<file path="config.mk">
export PLATFORM = sky130hd
export DESIGN_NAME = fpu_pipe
export DESIGN_NICKNAME = d
export VERILOG_FILES = /design/src/rtl/fpu_pipe.sv
export SDC_FILE = /design/constraint.sdc
export NUM_CORES = 1
export LEC_CHECK = 0
export ABC_AREA = 0
export BUFFER_PORTS_ARGS = -buffer_cell sky130_fd_sc_hd__buf_2
export CAP_MARGIN = 10
export CORE_MARGIN = 8
export CORE_UTILIZATION = 35
export CTS_BUF_LIST = sky130_fd_sc_hd__clkbuf_8 sky130_fd_sc_hd__clkbuf_16
export CTS_CLUSTER_DIAMETER = 150
export DETAILED_ROUTE_END_ITERATION = 12
export PLACE_DENSITY = 0.54
export RECOVER_POWER = 25
export SYNTH_ARGS = -nofsm -noshare
export SYNTH_HDL_FRONTEND = slang
export SYNTH_SLANG_ARGS = --single-unit
</file>
<file path="constraint.sdc">
create_clock -name clk -period 9.55 [get_ports clk]
set_clock_uncertainty 0.05 [all_clocks]
set_input_delay 1.91 -clock clk [delete_from_list [all_inputs] [get_ports clk]]
set_output_delay 1.91 -clock clk [all_outputs]
set_load 0.03 [all_outputs]
</file>
<file path="src/rtl/fpu_pipe.sv">
module fpu_pipe #(
  parameter int NREG      = 32,
  parameter int NEX       = 6,
  parameter int LAT_ARITH = 5,
  parameter int LAT_LOAD  = 4,
  parameter int LAT_COND  = 2,
  parameter int OCC_DIVS  = 13,
  parameter int OCC_DIVD  = 25
) (
  input  logic                    clk,
  input  logic                    rst_n,
  input  logic                    in_valid,
  input  logic [2:0]              in_op,
  input  logic [$clog2(NREG)-1:0] in_dst,
  input  logic [$clog2(NREG)-1:0] in_sa,
  input  logic [$clog2(NREG)-1:0] in_sb,
  input  logic [$clog2(NREG)-1:0] in_sc,
  input  logic                    in_usecond,
  output logic                    in_ready,
  output logic                    go,
  output logic                    stall,
  output logic                    wb_valid,
  output logic                    wb_retire,
  output logic [2:0]              wb_op,
  output logic [$clog2(NREG)-1:0] wb_dst
);
  localparam int RW   = $clog2(NREG);
  localparam int MAXL = (LAT_ARITH > LAT_LOAD) ? ((LAT_ARITH > LAT_COND) ? LAT_ARITH : LAT_COND)
                                               : ((LAT_LOAD > LAT_COND) ? LAT_LOAD : LAT_COND);
  localparam int CW   = $clog2(MAXL + 1);
  localparam int OW   = $clog2(OCC_DIVD + 1);

  localparam logic [2:0] OP_FMA  = 3'd1;
  localparam logic [2:0] OP_CMP  = 3'd2;
  localparam logic [2:0] OP_DIVS = 3'd3;
  localparam logic [2:0] OP_DIVD = 3'd4;
  localparam logic [2:0] OP_LOAD = 3'd5;

  typedef struct packed {
    logic          v;
    logic [2:0]    op;
    logic [RW-1:0] dst;
  } slot_t;

  logic          d_v, d_uc;
  logic [2:0]    d_op;
  logic [RW-1:0] d_dst, d_sa, d_sb, d_sc;

  slot_t [NEX-1:0] ex;
  slot_t           wbs;
  logic [OW-1:0]   wb_left;

  logic [CW-1:0]   cnt [NREG];
  logic [NREG-1:0] pend;
  logic [NREG-1:0] busy;
  logic [CW-1:0]   ccnt;

  logic use_ab, use_c, wr_dst, d_div, wb_div, hazard;
  logic [CW-1:0] lat_sel;

  assign use_ab  = d_op != OP_LOAD;
  assign use_c   = d_op == OP_FMA;
  assign wr_dst  = d_op != OP_CMP;
  assign d_div   = (d_op == OP_DIVS) || (d_op == OP_DIVD);
  assign wb_div  = (wbs.op == OP_DIVS) || (wbs.op == OP_DIVD);
  assign lat_sel = (d_op == OP_LOAD) ? CW'(LAT_LOAD - 1) : CW'(LAT_ARITH - 1);

  always_comb
    for (int r = 0; r < NREG; r++) busy[r] = pend[r] || (cnt[r] != '0);

  assign hazard = (use_ab && (busy[d_sa] || busy[d_sb]))
               || (use_c && busy[d_sc])
               || (wr_dst && pend[d_dst])
               || (d_uc && (ccnt != '0));

  assign stall     = wbs.v && (wb_left != '0);
  assign go        = d_v && !stall && !hazard;
  assign in_ready  = !d_v || go;
  assign wb_valid  = wbs.v;
  assign wb_retire = wbs.v && (wb_left == '0);
  assign wb_op     = wbs.op;
  assign wb_dst    = wbs.dst;

  function automatic logic [OW-1:0] hold_of(slot_t s);
    if (!s.v)                 return '0;
    else if (s.op == OP_DIVD) return OW'(OCC_DIVD - 1);
    else if (s.op == OP_DIVS) return OW'(OCC_DIVS - 1);
    else                      return '0;
  endfunction

  always_ff @(posedge clk) begin
    if (!rst_n) begin
      d_v <= 1'b0; d_uc <= 1'b0; d_op <= '0;
      d_dst <= '0; d_sa <= '0; d_sb <= '0; d_sc <= '0;
    end else if (in_valid && in_ready) begin
      d_v <= 1'b1; d_uc <= in_usecond; d_op <= in_op;
      d_dst <= in_dst; d_sa <= in_sa; d_sb <= in_sb; d_sc <= in_sc;
    end else if (go) begin
      d_v <= 1'b0;
    end
  end

  always_ff @(posedge clk) begin
    if (!rst_n) begin
      ex      <= '0;
      wbs     <= '0;
      wb_left <= '0;
    end else if (!stall) begin
      ex[0]   <= '{v: go, op: d_op, dst: d_dst};
      for (int i = 1; i < NEX; i++) ex[i] <= ex[i-1];
      wbs     <= ex[NEX-1];
      wb_left <= hold_of(ex[NEX-1]);
    end else begin
      wb_left <= wb_left - 1'b1;
    end
  end

  always_ff @(posedge clk) begin
    if (!rst_n) begin
      pend <= '0;
      ccnt <= '0;
      for (int r = 0; r < NREG; r++) cnt[r] <= '0;
    end else begin
      if (go && (d_op == OP_CMP))   ccnt <= CW'(LAT_COND - 1);
      else if (!stall && ccnt != '0) ccnt <= ccnt - 1'b1;
      for (int r = 0; r < NREG; r++) begin
        if (go && wr_dst && (d_dst == RW'(r))) begin
          pend[r] <= d_div;
          cnt[r]  <= d_div ? '0 : lat_sel;
        end else begin
          if (!stall && cnt[r] != '0) cnt[r] <= cnt[r] - 1'b1;
          if (wb_retire && wb_div && (wbs.dst == RW'(r))) pend[r] <= 1'b0;
        end
      end
    end
  end
endmodule

</file>
# == After elaboration in Yosys (flattened, before gate mapping) ==
# Memories as Yosys holds them, arrays and structs flattened.
# Cells that the tools add are included.
# totals
output_inout_bits,13
register_bits,128
memories,1
ramBits,96
elab_cells,834
inputBits,27
# classes
add_sub_neg,34
bitwise,65
n_lt_le_gt_ge,4
eq_ne,73
mux,371
n_reduce_logical,223
# mem_list
memory,words,word_bits,rd,rd_ports_with_merged_regs,write_ports,line_no,text
cnt,32,3,32,0,32,53,logic [CW-1:0] cnt [NREG];
# op_table
op,count
$mux 1,297
$mux 3,66
$eq 5x5->1 const B,32
$logic_and 1x1->1,109
$reduce_bool 3->1,33
$sub 3x1->3 const B,33
$eq 5x4->1 const B,16
$reduce_bool 2->1,34
$or 1x1->1,64
$eq 5x3->1 const B,8
$logic_or 1x1->1,39
$lt 5x6->1 const B,4
$bmux 1 s5,4
$eq 5x2->1 const B,4
$logic_not 5->1,3
$mux 5,3
$eq 3x2->1 const B,4
$eq 3x3->1 const B,4
$eq 5x1->1 const B,2
$reduce_bool 5->1,1
$sub 5x1->5 const B,1
$mux 4,1
$eq 3x1->1 const B,1
$logic_not 1->1,3
4 further kinds,4

# == Longest topological paths before layout ==
# An unclocked memory read counts as a cell.
# depth
ltp_word,19
ltp_mapped,13
ltp_nobuf,11

# == Worst setup path after synthesis ==
# OpenSTA, ideal clock, no wires.
# synth_path
kind,register to output
from,memory cnt[1][45] (netlist name)
to,output port in_ready
path_stages_with_launch,12
t_arrival_ns,3.568
path_slack_ns,4.022
required_time_ns,7.590
n_path_buf,1
path_cell_list,edfxtp_1 -> inv_1 -> ha_1 -> or3b_2 -> o2111ai_1 -> o311ai_0 -> or4_1 -> a31o_2 -> o31a_1 -> buf_2 -> a31oi_1 -> nand2b_1
# synth_rtl
element,line_no,text
"start, declared",53,
"end, declared",19,"output logic in_ready,"

# == Final worst setup path ==
# layout_path
from,input port rst_n
to,register wb_left[2]
# layout_rtl
element,line_no,text
"start, declared",11,"input logic rst_n,"
"end signal, assigned",112,wb_left <= hold_of(ex[NEX-1]);
"end signal, assigned",114,wb_left <= wb_left - 1'b1;
"end, declared",51,logic [OW-1:0] wb_left;
# No word-level cell between the ends.

==> out/metrics.yaml <==
run_status:
  status: "finished with violations"
  violations: "max-capacitance violations, max-slew violations"
floorplan:
  core.rowCount: 70
  die_w_um: 207.7
  die_h_um: 207.7
  coreArea_mm2: 0.03643
  die_area_mm2: 0.04314
  start_util: 0.3530
  ios: 40
drt:
  wl_met1_um: 16710
  drc_errors: 0
  drt_iter0_drc: 884
  firstDrtPassIters: 5
  wl_met3_um: 2224
  vias: 10640
  wl_met2_um: 17250
  wl_per_cell_um: 19.80
  avgViaCountPerCell: 5.616
  finalWirelength_um: 37500
  antenna_left: 0
  top_layer: "met4"
global_routing:
  grt_pass1_vias: 10320
  grt_antenna_before_repair: 0
  overflow: 0
  grt_use_total: 0.1682
  grt_max_degree: 89
  grt_first_pass_wirelength_um: 58700
setup_path:
  required_ns: 9.92
  path_cells: "buf_2 -> clkbuf_1 -> clkinvlp_2 -> clkbuf_1 -> a211oi_1"
  crit_top_cell: "clkbuf_1"
  cpMaxStageDelayCell: "clkinvlp_2"
  r2r-start: "wb_left[0]$_SDFF_PN0_"
  cp-end-kind: "flip-flop"
  critPathMaxStageDelay_ns: 1.76
  path_class: "input port to flip-flop"
  cp-start-kind: "input port"
  critPathMaxFanout: 88
  rr_endpoint: "cnt[0][3]$_SDFFCE_PN0P_"
  r2r_slack_ns: 3.34
  worstPathArrival_ns: 7.17
  reg2reg_depth: 11
  timing.critical_path.buf_inv: 4
  cp_top_family: "buffers and inverters"
clocking:
  hold_buffers: 0
  cts_tree: "done"
  clkTransAtPathRegs_ns: 0.06
  cts_made_buffers: 26
  numClockSinks: 224
  cts_root_buffer: "clkbuf_16"
  ctsResizeCount: 0
  clk_latency_ns: 0.56
  cts_setup_buffers: 0
  h-tree-depth: 1
  cts.path.max_buffers: 3
sta:
  setup_viol_count_final: 0
  worstMarginPinSlew_ns: 3.830
  relSlewSlack: -1.554
  hold_viol: 0
  tns_ns: 0
  clock.fmax_ghz: 0.1472
  post-route-period-util: 0.7115
  fin_crit_ns: 6.795
  finalMaxSlewViolations: 282
  rsz0062_at_grt: "false"
power:
  p_leak_nw: 5.243
  p_comb_frac: 0.341
  net-switching-power_mw: 1.292
  sequentialPowerShare: 0.375
  switching_share: 0.3368
  vdd_drop_max_mv: 0.1306
  p_int_mw: 2.544
  power.density_mw_per_mm2: 266.1
  clkPwrFrac: 0.284
  p_total_mw: 3.835
cells_and_area:
  final_nets: 1500
  n_antenna_cell: 0
  layout-drive-gt1-share: 0.09748
  fill_cells: 3708
  synthToLayoutAreaGrowth_pct: 12.04
place:
  io_buffers: 39
  dp_hpwl_um: 26390
  gp_congestion: 0.9519
synth:
  ys_seq_area_frac: 0.4233
  synthTopCellsByArea: "edfxtp_1, dfxtp_1, ha_1"
  synth_async_sr_flop_share: 0
  netlist_instances: 1404
  yosys.cell_types.count: 76
  synth_nets: 1498
  ys_dominant_reg_cell: "dfxtp_1"
  yosys-top-cells-count: "nand2_1, dfxtp_1, a21oi_1, nor2_1, edfxtp_1"
  synth_enable_flop_cells: 96
  syn_avg_cell_area_um2: 9.161
  ys_warn_count: 0
  yosys.area.top_type_share: 0.2241
  synth_seq_cells: 224
  synth_top_cell_by_area: "edfxtp_1"
  synth_area_mm2: 0.01286
  post-synth-top-count-cell: "nand2_1"
worst_hold_path:
  hold_class: "flip-flop to flip-flop"
  min_to: "ex[46]$_SDFFE_PN0N_"
  worstHoldStart: "ex[46]$_SDFFE_PN0N_"
  hold_path_depth: 2
flow_run:
  cap_viol_max_count: 6
placed cells by master, fill, tap and decap left out, types with 26 or more instances in the layout:
cell type,netlist,layout
nor3b_1,27,27
a21oi_1,97,97
edfxtp_1,96,96
buf_2,8,30
nand2_1,219,217
clkbuf_16,0,26
ha_1,67,67
dfxtp_1,128,128
nor2b_1,39,37
inv_1,85,86
nor2_1,97,97
o22ai_1,34,34
mux2i_1,78,78
registers in the layout, summed over array words and instances, names as in the netlist:
register / cells
cnt: 96
d_dst: 5
d_sb: 5
d_sc: 5
ex: 54
wb_left: 5
ccnt: 3
wb_valid: 1
wb_dst: 5
d_v: 1
d_uc: 1
d_op: 3
wb_op: 3
d_sa: 5
pend: 32
how the worst max path moves through the flow:
stage | startpoint | to | slack, ns | cells past startpoint
floorplan | cnt[1][45]$_SDFFCE_PN0P_ | in_ready | 4.02 | 11
global placement | cnt[0][27]$_SDFFCE_PN0P_ | in_ready | 4.03 | 11
detailed placement | cnt[0][27]$_SDFFCE_PN0P_ | in_ready | 4.02 | 11
CTS | cnt[0][27]$_SDFFCE_PN0P_ | in_ready | 3.42 | 11
global route | rst_n | ex[17]$_SDFFE_PN0N_ | 2.36 | 5
finish | rst_n | wb_left[2]$_SDFF_PN0_ | 2.76 | 5
routing by layer:
layer,global-route usage,vias up
li1,-,5095
met1,0.2235,5111
met2,0.2773,346
met3,0.02295,85
met4,0.05874,0
met5,0,-
stage by stage:
| step | instance area (um^2) | hold WS, ns | setup WS, ns | instances | utilization |
|---|---|---|---|---|---|
| after floorplan | 12860 | 0.3633 | 4.022 | 1404 | - |
| after global placement | 13500 | 0.3755 | 4.026 | 1846 | 0.3706 |
| after detailed placement | 13500 | 0.3853 | 4.021 | 1846 | 0.3706 |
| after CTS | 14450 | 0.3998 | 3.418 | 1894 | 0.3967 |
| after global routing | 14410 | 0.4146 | 2.358 | 1894 | 0.3955 |
| final | 14410 | 0.3996 | 2.755 | 1894 | 0.3955 |
cells by family after synthesis:
kind of cell,after synthesis,share of synthesized area
simple gates,513,0.1945
compound gates,310,0.1629
flops,224,0.4233
buf+inv,170,0.05039
mux,107,0.09485
fa+ha+maj,67,0.06517
xor+xnor,13,0.008852
power groups by stage:
stage	registers (mW)	logic (mW)	clock network, mW
after global placement	1.45	1.28	0
after floorplan	1.40	1.03	0
after global routing	1.47	1.47	1.14
after detailed placement	1.46	1.31	0
after CTS	1.44	1.31	1.12
final	1.44	1.31	1.09
cell type report:
| cell class | count | area, um^2 | share of cell area |
|---|---|---|---|
| Tap cell | 468 | 585.6 | 0.04063 |
| Multi-Input combinational cell | 1010 | 6793 | 0.4713 |
| Sequential cell | 224 | 5445 | 0.3778 |
| Clock inverter | 17 | 231.5 | 0.01606 |
| Inverter | 85 | 321.6 | 0.02231 |
| Clock buffer | 31 | 719.4 | 0.04992 |
| Timing Repair Buffer | 59 | 315.3 | 0.02188 |
worst register-to-register path, delay by kind of cell, from the launching register on:
family / cells / cell delay (ns)
AOI/OAI and AO/OA: 2 / 0.24
adders and majority gates: 1 / 0.24
buffers and inverters: 5 / 4.30
DFF: 1 / 0.36
and+or+nand+nor: 3 / 0.74
Power figures use the tool's default switching activity.
